--- src/rtl/boot_sel_pkg.sv ---
// Shared types for the boot address selector.
package boot_sel_pkg;
    // Read-protection level codes
    typedef enum logic [1:0] {
        PROT_L0  = 2'b00,
        PROT_L05 = 2'b01,
        PROT_L1  = 2'b10,
        PROT_L2  = 2'b11
    } prot_lvl_e;

    // Sequencer states while the processor is held or running
    typedef enum logic [1:0] {
        ST_LATCH = 2'd0,
        ST_CALC  = 2'd1,
        ST_READY = 2'd2,
        ST_RUN   = 2'd3
    } seq_state_e;
endpackage

--- src/rtl/boot_mode_latch.sv ---
// Captures the effective boot-mode bit on request.
// Assumes: capture is high for one cycle per boot sequence.
module boot_mode_latch (
    input  logic clk,
    input  logic rst_n,
    input  logic capture,
    input  logic boot_pin,
    input  logic opt_boot_n,
    input  logic opt_pin_sel,
    output logic mode_q
);
    logic eff_mode;

    // Source select: pin or inverted option bit
    always_comb eff_mode = opt_pin_sel ? boot_pin : ~opt_boot_n;

    // Hold the captured mode between capture requests
    always_ff @(posedge clk) begin
        if (!rst_n)       mode_q <= 1'b0;
        else if (capture) mode_q <= eff_mode;
    end
endmodule

--- src/rtl/boot_addr_select.sv ---
// Picks the candidate boot address from the security state, lock,
// service command and captured boot mode. Purely combinational.
// Assumes: option inputs are static during resolution.
module boot_addr_select #(
    parameter int ADDR_W = 32,
    parameter int CMD_W  = 8,
    parameter logic [ADDR_W-1:0] SVC_ADDR = 32'h0FF8_0000
) (
    input  logic              mode,
    input  logic              sec_en,
    input  logic              lock,
    input  logic [CMD_W-1:0]  svc_cmd,
    input  logic [ADDR_W-1:0] sec_addr,
    input  logic [ADDR_W-1:0] ns_addr0,
    input  logic [ADDR_W-1:0] ns_addr1,
    output logic [ADDR_W-1:0] cand_addr
);
    // Priority: lock, then security state, then command, then mode
    always_comb begin
        if (lock)               cand_addr = sec_addr;
        else if (!sec_en)       cand_addr = mode ? ns_addr1 : ns_addr0;
        else if (|svc_cmd)      cand_addr = SVC_ADDR;
        else                    cand_addr = mode ? SVC_ADDR : sec_addr;
    end
endmodule

--- src/rtl/boot_addr_clamp.sv ---
// Replaces a candidate address that the protection level forbids with
// the fallback for the current security state. Purely combinational.
// Assumes: windows do not wrap the address space.
module boot_addr_clamp
    import boot_sel_pkg::*;
#(
    parameter int ADDR_W = 32,
    parameter logic [ADDR_W-1:0] SVC_ADDR    = 32'h0FF8_0000,
    parameter logic [ADDR_W-1:0] SEC_BASE    = 32'h0C00_0000,
    parameter logic [ADDR_W-1:0] NS_BASE     = 32'h0800_0000,
    parameter logic [ADDR_W-1:0] FLASH_BYTES = 32'h0008_0000
) (
    input  logic              sec_en,
    input  logic [1:0]        prot,
    input  logic [ADDR_W-1:0] cand_addr,
    output logic [ADDR_W-1:0] final_addr
);
    localparam logic [ADDR_W-1:0] SEC_LAST = SEC_BASE + FLASH_BYTES - 1'b1;
    localparam logic [ADDR_W-1:0] NS_LAST  = NS_BASE + FLASH_BYTES - 1'b1;

    prot_lvl_e lvl;
    logic in_sec, in_ns;

    // Window decode of the candidate
    always_comb begin
        lvl    = prot_lvl_e'(prot);
        in_sec = (cand_addr >= SEC_BASE) && (cand_addr <= SEC_LAST);
        in_ns  = (cand_addr >= NS_BASE) && (cand_addr <= NS_LAST);
    end

    // Apply the protection rule for the security state
    always_comb begin
        final_addr = cand_addr;
        if (sec_en) begin
            if (lvl != PROT_L0 && !(in_sec || cand_addr == SVC_ADDR))
                final_addr = SVC_ADDR;
        end else begin
            if (lvl == PROT_L2 && !in_ns)
                final_addr = NS_BASE;
        end
    end
endmodule

--- src/rtl/boot_vector_sel.sv ---
// Boot address selector top: sequences capture, resolution, ready pulse
// and processor reset release after system reset or standby exit.
// Assumes: options are stable from capture until cpu_rst_n rises.
module boot_vector_sel
    import boot_sel_pkg::*;
#(
    parameter int ADDR_W = 32,
    parameter int CMD_W  = 8,
    parameter logic [ADDR_W-1:0] SVC_ADDR    = 32'h0FF8_0000,
    parameter logic [ADDR_W-1:0] SEC_BASE    = 32'h0C00_0000,
    parameter logic [ADDR_W-1:0] NS_BASE     = 32'h0800_0000,
    parameter logic [ADDR_W-1:0] FLASH_BYTES = 32'h0008_0000
) (
    input  logic              clk,
    input  logic              rst_n,
    input  logic              standby_exit,
    input  logic              boot_pin,
    input  logic              opt_boot_n,
    input  logic              opt_pin_sel,
    input  logic              opt_sec_en,
    input  logic              opt_lock,
    input  logic [1:0]        opt_prot,
    input  logic [CMD_W-1:0]  opt_svc_cmd,
    input  logic [ADDR_W-1:0] opt_sec_addr,
    input  logic [ADDR_W-1:0] opt_ns_addr0,
    input  logic [ADDR_W-1:0] opt_ns_addr1,
    output logic [ADDR_W-1:0] boot_addr,
    output logic              addr_ready,
    output logic              cpu_rst_n
);
    localparam logic [ADDR_W-1:0] SEC_LAST = SEC_BASE + FLASH_BYTES - 1'b1;
    localparam logic [ADDR_W-1:0] NS_LAST  = NS_BASE + FLASH_BYTES - 1'b1;

    seq_state_e        state;
    logic              mode_q;
    logic [ADDR_W-1:0] cand_addr, final_addr;

    boot_mode_latch u_latch (
        .clk         (clk),
        .rst_n       (rst_n),
        .capture     (state == ST_LATCH),
        .boot_pin    (boot_pin),
        .opt_boot_n  (opt_boot_n),
        .opt_pin_sel (opt_pin_sel),
        .mode_q      (mode_q)
    );

    boot_addr_select #(.ADDR_W(ADDR_W), .CMD_W(CMD_W), .SVC_ADDR(SVC_ADDR)) u_select (
        .mode      (mode_q),
        .sec_en    (opt_sec_en),
        .lock      (opt_lock),
        .svc_cmd   (opt_svc_cmd),
        .sec_addr  (opt_sec_addr),
        .ns_addr0  (opt_ns_addr0),
        .ns_addr1  (opt_ns_addr1),
        .cand_addr (cand_addr)
    );

    boot_addr_clamp #(
        .ADDR_W(ADDR_W), .SVC_ADDR(SVC_ADDR), .SEC_BASE(SEC_BASE),
        .NS_BASE(NS_BASE), .FLASH_BYTES(FLASH_BYTES)
    ) u_clamp (
        .sec_en     (opt_sec_en),
        .prot       (opt_prot),
        .cand_addr  (cand_addr),
        .final_addr (final_addr)
    );

    // Boot sequencer: latch -> resolve -> ready pulse -> release
    always_ff @(posedge clk) begin
        if (!rst_n) begin
            state      <= ST_LATCH;
            boot_addr  <= '0;
            addr_ready <= 1'b0;
            cpu_rst_n  <= 1'b0;
        end else begin
            case (state)
                ST_LATCH: state <= ST_CALC;
                ST_CALC: begin
                    boot_addr  <= final_addr;
                    addr_ready <= 1'b1;
                    state      <= ST_READY;
                end
                ST_READY: begin
                    addr_ready <= 1'b0;
                    cpu_rst_n  <= 1'b1;
                    state      <= ST_RUN;
                end
                default: begin
                    if (standby_exit) begin
                        cpu_rst_n <= 1'b0;
                        state     <= ST_LATCH;
                    end
                end
            endcase
        end
    end


    ready_pulse_chk: assert property (@(posedge clk) disable iff (!rst_n)
        addr_ready |=> !addr_ready);

    ready_held_chk: assert property (@(posedge clk) disable iff (!rst_n)
        addr_ready |-> !cpu_rst_n);

    release_after_ready_chk: assert property (@(posedge clk) disable iff (!rst_n)
        $rose(cpu_rst_n) |-> $past(addr_ready));

    run_addr_stable_chk: assert property (@(posedge clk) disable iff (!rst_n)
        (cpu_rst_n && $past(cpu_rst_n)) |-> $stable(boot_addr));

    ns_clamp_chk: assert property (@(posedge clk) disable iff (!rst_n)
        (addr_ready && !opt_sec_en && opt_prot == 2'b11)
        |-> (boot_addr >= NS_BASE && boot_addr <= NS_LAST));

    sec_clamp_chk: assert property (@(posedge clk) disable iff (!rst_n)
        (addr_ready && opt_sec_en && opt_prot != 2'b00)
        |-> (boot_addr == SVC_ADDR || (boot_addr >= SEC_BASE && boot_addr <= SEC_LAST)));
endmodule

--- config.mk ---
export PLATFORM = sky130hd
export DESIGN_NAME = boot_vector_sel
export DESIGN_NICKNAME = d
export VERILOG_FILES = /design/src/rtl/boot_sel_pkg.sv /design/src/rtl/boot_mode_latch.sv /design/src/rtl/boot_addr_select.sv /design/src/rtl/boot_addr_clamp.sv /design/src/rtl/boot_vector_sel.sv
export SDC_FILE = /design/constraint.sdc
export NUM_CORES = 1
export LEC_CHECK = 0
export ABC_AREA = 0
export BUFFER_PORTS_ARGS = -buffer_cell sky130_fd_sc_hd__clkbuf_2
export CAP_MARGIN = 20
export CORE_MARGIN = 3
export CORE_UTILIZATION = 45
export CTS_CLUSTER_SIZE = 10
export DETAILED_ROUTE_END_ITERATION = 10
export HOLD_SLACK_MARGIN = 0.1
export PLACE_DENSITY = 0.83
export SYNTH_ARGS = -nofsm -noshare
export SYNTH_HDL_FRONTEND = slang
export SYNTH_SLANG_ARGS = --single-unit
--- constraint.sdc ---
create_clock -name clk -period 3.3 [get_ports clk]
set_input_delay 0.495 -clock clk [delete_from_list [all_inputs] [get_ports clk]]
set_output_delay 0.495 -clock clk [all_outputs]
set_load 0.1 [all_outputs]
==> results.cfg, run 1 <==
[power]
switching_share = 0.510
pwr_density_cell_nw_per_um2 = 663
p_int_mw = 1.26
clkPwrFrac = 0.187
power.total_mw = 2.56
leakage_nw = 1.86
peakVddDrop_v = 0.000507
switchingPower_mw = 1.31
combPwrFrac = 0.576
seq_power_share = 0.237

[drt]
antenna_left = 0
drt_pass1_iterations = 5
drt_iter0_markers = 226
vias_per_cell = 5.87
route.vias.total = 3368
post-route-drc-count = 0
routedWlPerCell_um = 16.6
drt_wl_total_um = 9510

[place]
portBuffers = 147
place_area_sq_um = 3730
gp_congestion = 0.964
dp_hpwl_um = 7680
pre_cts_ws_ns = 0.299

[sta]
hold_viol_final = 0
holdWs_ns = 0.466
fin_setup_tns_ns = 0
fmax_mhz = 347
rsz0062_at_grt = false
min_period_ns = 2.89
setup_viol = 0
worstMarginPinSlew_ns = 0.771
setup_slack_ns = 0.414
drv_slew = 0
relSlewSlack = 0.485
period_share = 0.874
skew_ns = 0.0127

[synth]
yosysWarnings = 0
synthArstFlopShare = 0
yosysUniqueCellTypes = 48
syn_area_sq_um = 2980
ys_ff_latch = 37
synth_edf_count = 0
synth_area_per_cell_sq_um = 8.28
syn_inst = 360
ys.flop_type = dfxtp_1
seq_area_frac_synth = 0.249
synth_nets = 478

[cells_and_area]
layout.nets = 614
drive_above_1_share = 0.402
syn_to_final_growth_pct = 29.9
layout_common_cells = 147 x clkbuf_2, 55 x nand2_1, 36 x dfxtp_1, 28 x mux2i_1, 25 x nand3_1
final_common_cell = clkbuf_2
design_area_sq_um = 3870
diodes = 0

[cts]
postCtsSetupRepairBufs = 0
numCtsBuffers = 5
cts_sinks = 37
cts_repair_resize_count = 0
cts.path.max_buffers = 2
clk_latency_ns = 0.29
cts_root_buf = clkbuf_8
htreeDepth = 2
clk_pin_slew_ns = 0.08
cts_hold_buf = 0
cts_tree = done

[run_status]
status = completed

[worst_hold_path]
hp-class = register to register

[die]
die_w_um = 87.4
ios = 148
die-area_sq_um = 7630
start_util = 0.466
die_h_um = 87.4
core_region_area_sq_um = 6390
row_count = 29

[global_route]
grt_pass1_vias = 3207
antenna_found_initial = 0
grt_pass1_wl_um = 15200
grt_max_degree = 39
grt_overflow = 0
grt_usage = 0.249

[setup_path]
critPathCaptureType = register
required_ns = 3.49
start_kind = register
worstPathMaxFanout = 23
cp.arrival_ns = 3.08
crit_type = register to register

[flow_run]
drv_cap = 0
[path summary, 6_finish.rpt]
| path | depth (start not counted) | to | start | slack, ns |
|---|---|---|---|---|
| worst max-delay path | 9 | boot_addr[14] | u_latch.mode_q | 0.41 |
| worst max register to register | 9 | boot_addr[14] | u_latch.mode_q | 0.41 |
| worst min-delay path | 2 | boot_addr[29] | boot_addr[29] | 0.47 |
| worst min register to register | 2 | boot_addr[29] | boot_addr[29] | 0.47 |
[Yosys cell counts, types with 2 or more instances]
cell type,n,share of area
nand2_1,55,0.069
dfxtp_1,37,0.25
mux2i_1,28,0.094
nand3_1,25,0.042
a21o_1,23,0.058
o31ai_2,23,0.097
o21ai_0,20,0.034
clkbuf_1,15,0.019
nor4_1,10,0.021
nor2_1,9,0.011
o21ai_1,9,0.015
buf_6,7,0.026
a21oi_1,6,0.010
inv_1,6,0.0076
o211a_1,6,0.020
o21a_1,6,0.015
o31a_1,6,0.018
buf_4,5,0.013
ha_1,4,0.017
mux2_2,4,0.015
nor2b_1,4,0.0084
o22a_1,4,0.012
o22ai_1,4,0.0084
a2bb2oi_1,3,0.0088
and2_1,3,0.0063
buf_2,3,0.0050
nand4_1,3,0.0063
nor3_1,3,0.0050
o211ai_1,3,0.0076
a211oi_1,2,0.0050
a22oi_1,2,0.0050
and3_1,2,0.0042
and4_1,2,0.0059
nand3b_1,2,0.0050
nand4b_1,2,0.0059
o221a_1,2,0.0076
[metrics by stage]
| step | std cells | util |
|---|---|---|
| after floorplan | 360 | - |
| final | 574 | 0.606 |
| after detailed placement | 566 | 0.584 |
| after global placement | 566 | 0.584 |
| after CTS | 574 | 0.606 |
| after global routing | 574 | 0.606 |
[final cells by class]
class / count / area [sq um]
clock buffer: 5 / 68.8
inverter: 7 / 26.3
multi-input combinational: 286 / 2030
fill: 584 / 2520
clock inverter: 3 / 68.8
tap: 77 / 96.3
timing repair buffer: 159 / 838
sequential: 37 / 742
[worst max-delay path: stages (launching register included)]
cell	delay (ns)
dfxtp_2	0.42
buf_4	0.34
mux2_2	0.41
o22a_1	0.19
nor4_2	0.28
a21oi_1	0.15
o22ai_2	0.20
a41oi_4	0.20
buf_4	0.31
o31ai_2	0.28
[power groups by stage]
stage | sequential, mW | clock (mW) | combinational [mW]
final | 0.607 | 0.481 | 1.48
after detailed placement | 0.617 | 0 | 1.47
after CTS | 0.607 | 0.481 | 1.48
after floorplan | 1.15 | 0 | 0.647
after global routing | 0.618 | 0.505 | 1.57
after global placement | 0.614 | 0 | 1.46
[flip-flops by register name, indices dropped and copies added, names as in the netlist]
register and flops:
boot_addr 32, state 2, addr_ready 1, cpu_rst_n 1
u_latch.mode_q 1
[cells by family (layout without fill, tap and decap cells)]
logic type,count (synthesis),after routing,synth area share
compound gates,125,125,0.345
mux,33,33,0.113
buf+inv,37,174,0.0718
simple gates,124,124,0.205
fa+ha+maj,4,4,0.0168
flops,37,37,0.249
[routing by layer]
layer | wire, um | track usage | vias to the layer above
li1 | - | - | 1626
met1 | 3860 | 0.317 | 1518
met2 | 4450 | 0.420 | 192
met3 | 912 | 0.0511 | 32
met4 | 289 | 0.0795 | 0
met5 | 0 | 0 | -
Power figures use the tool's default switching activity.
==> run 2: changes to the inputs <==
--- a/config.mk
+++ b/config.mk
@@ -14,6 +14,7 @@
 export DETAILED_ROUTE_END_ITERATION = 10
 export HOLD_SLACK_MARGIN = 0.1
 export PLACE_DENSITY = 0.83
+export REMOVE_ABC_BUFFERS = 1
 export SYNTH_ARGS = -nofsm -noshare
 export SYNTH_HDL_FRONTEND = slang
 export SYNTH_SLANG_ARGS = --single-unit
==> run 2 against run 1 <==
Non-clock buffer count rose by 3. Power down 1.7%. Wire length rose by 1.7%. Critical path depth did not move. Worst setup slack worse by 0.14 ns. Sequential power increased by 3%. Sequential share of layout area is essentially flat. Clock skew fell by 0.0072 ns. First-iteration DRC count fell by 12%. Critical path type unchanged. Highest routed layer unchanged.
==> results.cfg, run 2 (synthesized netlist as in run 1, its figures left out) <==
[run_status]
status = completed

[drt]
post-route-drc-count = 0
drt_wl_total_um = 9680
route.vias.total = 3404
vias_per_cell = 5.90
routedWlPerCell_um = 16.8
antenna_left = 0
drt_iter0_markers = 198
drt_pass1_iterations = 4

[sta]
skew_ns = 0.00549
fin_setup_tns_ns = 0
rsz0062_at_grt = false
drv_slew = 0
min_period_ns = 3.03
fmax_mhz = 330
relSlewSlack = 0.304
period_share = 0.918
holdWs_ns = 0.468
setup_viol = 0
hold_viol_final = 0
worstMarginPinSlew_ns = 1.04

[setup_path]
worstPathMaxFanout = 17
critPathMaxStageDelay_ns = 0.60
critPathCaptureType = register
worstPathCellList = buf_4, mux2i_1, o21ai_0, nor4_1, nand4_1, o22ai_2, a41oi_4, buf_12, o31ai_2
cp.arrival_ns = 3.23
crit_type = register to register
start_kind = register
slowest_stage = dfxtp_2
required_ns = 3.50

[cells_and_area]
regMostFlops = boot_addr
final_util = 0.607
design_area_sq_um = 3880
layout_common_cells = 147 x clkbuf_2, 55 x nand2_1, 36 x dfxtp_1, 28 x mux2i_1, 25 x nand3_1
drive_above_1_share = 0.408
syn_to_final_growth_pct = 30.1
final_common_cell = clkbuf_2
nFillCells = 594
largest_register_ffs = 32
diodes = 0
layout.nets = 617
stdcell_count = 577
reg_top3 = boot_addr (32), state (2)

[power]
clkPwrFrac = 0.166
switching_share = 0.521
leakage_nw = 1.87
p_int_mw = 1.21
pwr_density_cell_nw_per_um2 = 650
seq_power_share = 0.248
combPwrFrac = 0.586
switchingPower_mw = 1.31
peakVddDrop_v = 0.000637

[cts]
numCtsBuffers = 5
htreeDepth = 2
cts_hold_buf = 0
clk_pin_slew_ns = 0.08
postCtsSetupRepairBufs = 0
cts_repair_resize_count = 0
cts_sinks = 37
cts.path.max_buffers = 2
cts_root_buf = clkbuf_8
cts_tree = done
clk_latency_ns = 0.29

[place]
gp_congestion = 0.903
portBuffers = 147
place_area_sq_um = 3760
place_inst = 569
dp_hpwl_um = 7570

[die]
die_h_um = 87.4
die_w_um = 87.4
start_util = 0.466
ios = 148
core_region_area_sq_um = 6390
row_count = 29
die-area_sq_um = 7630

[global_route]
grt_max_degree = 39
grt_usage = 0.255
grt_pass1_vias = 3316
grt_pass1_wl_um = 15600
antenna_found_initial = 0
grt_overflow = 0

[flow_run]
drv_cap = 0

[worst_hold_path]
hp-class = register to register
[run 2: cell count changes in the layout (fill, tap and decap cells not counted)]
cell,previous run,this run
nor2b_2,0,1
nor2b_1,4,3
inv_6,1,0
buf_4,11,14
clkinvlp_4,0,1
bufinv_16,2,1
clkbuf_8,5,6
[run 2: final timing paths]
| path | cells past startpoint | startpoint | slack, ns | endpoint |
|---|---|---|---|---|
| setup reg to reg | 9 | u_latch.mode_q | 0.27 | boot_addr[11] |
| setup / recovery | 9 | u_latch.mode_q | 0.27 | boot_addr[11] |
| hold reg to reg | 2 | boot_addr[1] | 0.47 | boot_addr[1] |
| hold / removal | 2 | boot_addr[1] | 0.47 | boot_addr[1] |
[run 2: layout make-up]
type	count	area, sq um	area share
Multi-Input combinational cell	286	2030	0.524
Clock buffer	6	82.6	0.0213
Sequential cell	37	742	0.191
Timing Repair Buffer	162	861	0.222
Inverter	7	26.3	0.00678
Tap cell	77	96.3	0.0249
Clock inverter	2	37.5	0.00968
[run 2: critical path: cells and delay by family (launching register included)]
kind	cells	cell delay (ns)
AOI/OAI and AO/OA	4	0.97
buffers and inverters	2	0.63
DFF	1	0.60
muxes	1	0.21
and+or+nand+nor	2	0.53
[run 2: power groups by stage]
stage | registers (mW) | logic, mW | clock network (mW)
after floorplan | 1.21 | 0.541 | 0
after global placement | 0.632 | 1.45 | 0
after detailed placement | 0.635 | 1.47 | 0
after CTS | 0.625 | 1.48 | 0.420
after global routing | 0.637 | 1.56 | 0.438
final | 0.625 | 1.48 | 0.417
[run 2: metal layers]
layer  GRT usage  vias to the layer above  share of wire
met5           0                        -              0
met4      0.0893                        0          0.025
met3      0.0501                       18          0.092
met2       0.430                      192           0.47
met1       0.323                     1568           0.42
li1            -                     1626              -
[run 2: per-stage QoR]
step	power (mW)	worst slack (ns)
global route	2.64	0.100
finish	2.52	0.271
detailed placement	2.10	0.296
global placement	2.08	0.376
CTS	2.52	0.286
floorplan	1.75	-0.439
==> run 3: changes to the inputs <==
--- a/config.mk
+++ b/config.mk
@@ -13,7 +13,7 @@
 export CTS_CLUSTER_SIZE = 10
 export DETAILED_ROUTE_END_ITERATION = 10
 export HOLD_SLACK_MARGIN = 0.1
-export PLACE_DENSITY = 0.83
+export PLACE_DENSITY = 0.84
 export REMOVE_ABC_BUFFERS = 1
 export SYNTH_ARGS = -nofsm -noshare
 export SYNTH_HDL_FRONTEND = slang
==> run 3 against run 2 <==
Final cell count is the same. First-iteration DRC count is 13% higher. Worst setup slack better by 0.099 ns. Clock-buffer cell count shrank 1. Combinational power barely moved. Die area did not move. Power fell by 4.4%.
==> results.cfg, run 3 (synthesized netlist as in run 1, its figures left out) <==
[global_route]
grt_usage = 0.249
grt_pass1_vias = 3234
grt_max_degree = 39
grt_overflow = 0
grt_pass1_wl_um = 15100
antenna_found_initial = 0

[drt]
drt_pass1_iterations = 5
drt_wl_total_um = 9690
routedWlPerCell_um = 16.8
route.vias.total = 3349
post-route-drc-count = 0
vias_per_cell = 5.80
drt_iter0_markers = 223
antenna_left = 0

[sta]
rsz0062_at_grt = false
drv_slew = 0
fmax_mhz = 341
worstMarginPinSlew_ns = 0.922
setup_slack_ns = 0.370
relSlewSlack = 0.383
hold_viol_final = 0
period_share = 0.888
min_period_ns = 2.93
setup_viol = 0
skew_ns = 0.00909

[power]
p_int_mw = 1.10
pwr_density_cell_nw_per_um2 = 629
power.total_mw = 2.41
seq_power_share = 0.261
combPwrFrac = 0.606
clkPwrFrac = 0.132
leakage_nw = 1.85
switching_share = 0.543
switchingPower_mw = 1.31
peakVddDrop_v = 0.000705

[cells_and_area]
layout_common_cells = 147 x clkbuf_2, 55 x nand2_1, 36 x dfxtp_1, 28 x mux2i_1, 25 x nand3_1
diodes = 0
regMostFlops = boot_addr
syn_to_final_growth_pct = 28.6
reg_top3 = boot_addr (32), state (2)
largest_register_ffs = 32
multi_input_area_sq_um = 2030
layout.nets = 617
final_common_cell = clkbuf_2
nFillCells = 584
drive_above_1_share = 0.408
seqCellArea_sq_um = 742

[cts]
cts_tree = done
clk_latency_ns = 0.30
cts_root_buf = clkbuf_8
cts.path.max_buffers = 2
htreeDepth = 2
clk_pin_slew_ns = 0.08
cts_hold_buf = 0
cts_sinks = 37
postCtsSetupRepairBufs = 0
cts_repair_resize_count = 0
numCtsBuffers = 5

[die]
die_h_um = 87.4
ios = 148
start_util = 0.466
die_w_um = 87.4
core_region_area_sq_um = 6390
die-area_sq_um = 7630
row_count = 29

[worst_hold_path]
hp-class = register to register

[setup_path]
cp.arrival_ns = 3.14
required_ns = 3.51
critPathCaptureType = register
worstPathMaxFanout = 23
start_kind = register
crit_type = register to register

[place]
gp_congestion = 0.949
portBuffers = 147
pre_cts_ws_ns = 0.381
dp_hpwl_um = 7700

[run_status]
status = completed

[flow_run]
drv_cap = 0
## run 3: cell types whose count changed in the layout (fill, tap and decap cells not counted)
cell and delta:
clkinv_2 +2, buf_12 -1, buf_4 +1, bufinv_16 -1, clkbuf_8 -1
## run 3: layout make-up
| cell class | instances | area share |
|---|---|---|
| clock inverters | 3 | 0.00457 |
| repair buffers | 162 | 0.221 |
| multi-input cells | 286 | 0.530 |
| well taps | 77 | 0.0252 |
| flip-flops and latches | 37 | 0.194 |
| clock buffers | 5 | 0.0180 |
| inverters | 7 | 0.00686 |
## run 3: power groups by stage
stage | logic, mW | clock network (mW) | registers [mW]
final | 1.46 | 0.318 | 0.630
after detailed placement | 1.46 | 0 | 0.639
after floorplan | 0.541 | 0 | 1.21
after global routing | 1.54 | 0.334 | 0.643
after CTS | 1.46 | 0.320 | 0.630
after global placement | 1.43 | 0 | 0.635
## run 3: through the flow
| stage | TNS, ns | util | std cells | hold slack [ns] | area [sq um] |
|---|---|---|---|---|---|
| 3_5_place_dp | 0 | 0.586 | 569 | 0.447 | 3740 |
| 4_1_cts | 0 | 0.600 | 577 | 0.466 | 3830 |
| 6_report | 0 | 0.600 | 577 | 0.466 | 3830 |
| 5_1_grt | 0 | 0.600 | 577 | 0.490 | 3830 |
| 2_1_floorplan | -12.86 | - | 330 | 0.617 | 2790 |
| 3_3_place_gp | 0 | 0.586 | 569 | 0.450 | 3740 |
## run 3: final timing paths
| path | from | end | slack (ns) | cells after the start |
|---|---|---|---|---|
| setup / recovery | u_latch.mode_q | boot_addr[6] | 0.37 | 9 |
| hold reg to reg | boot_addr[16] | boot_addr[16] | 0.47 | 2 |
| hold / removal | boot_addr[16] | boot_addr[16] | 0.47 | 2 |
| setup reg to reg | u_latch.mode_q | boot_addr[6] | 0.37 | 9 |
## run 3: layer usage
metal,vias up,part of all wire,track usage
met5,-,0,0
met4,0,0.023,0.0851
met3,23,0.078,0.0511
met2,171,0.48,0.429
met1,1523,0.42,0.305
li1,1632,-,-
## run 3: worst max-delay path, cell delays in order (launching register included)
cell     delay, ns
dfxtp_2       0.64
buf_4         0.29
mux2i_1       0.20
o21ai_1       0.10
nor4_1        0.43
nand4_1       0.20
o22ai_2       0.20
a41oi_4       0.20
buf_4         0.32
o31ai_2       0.26
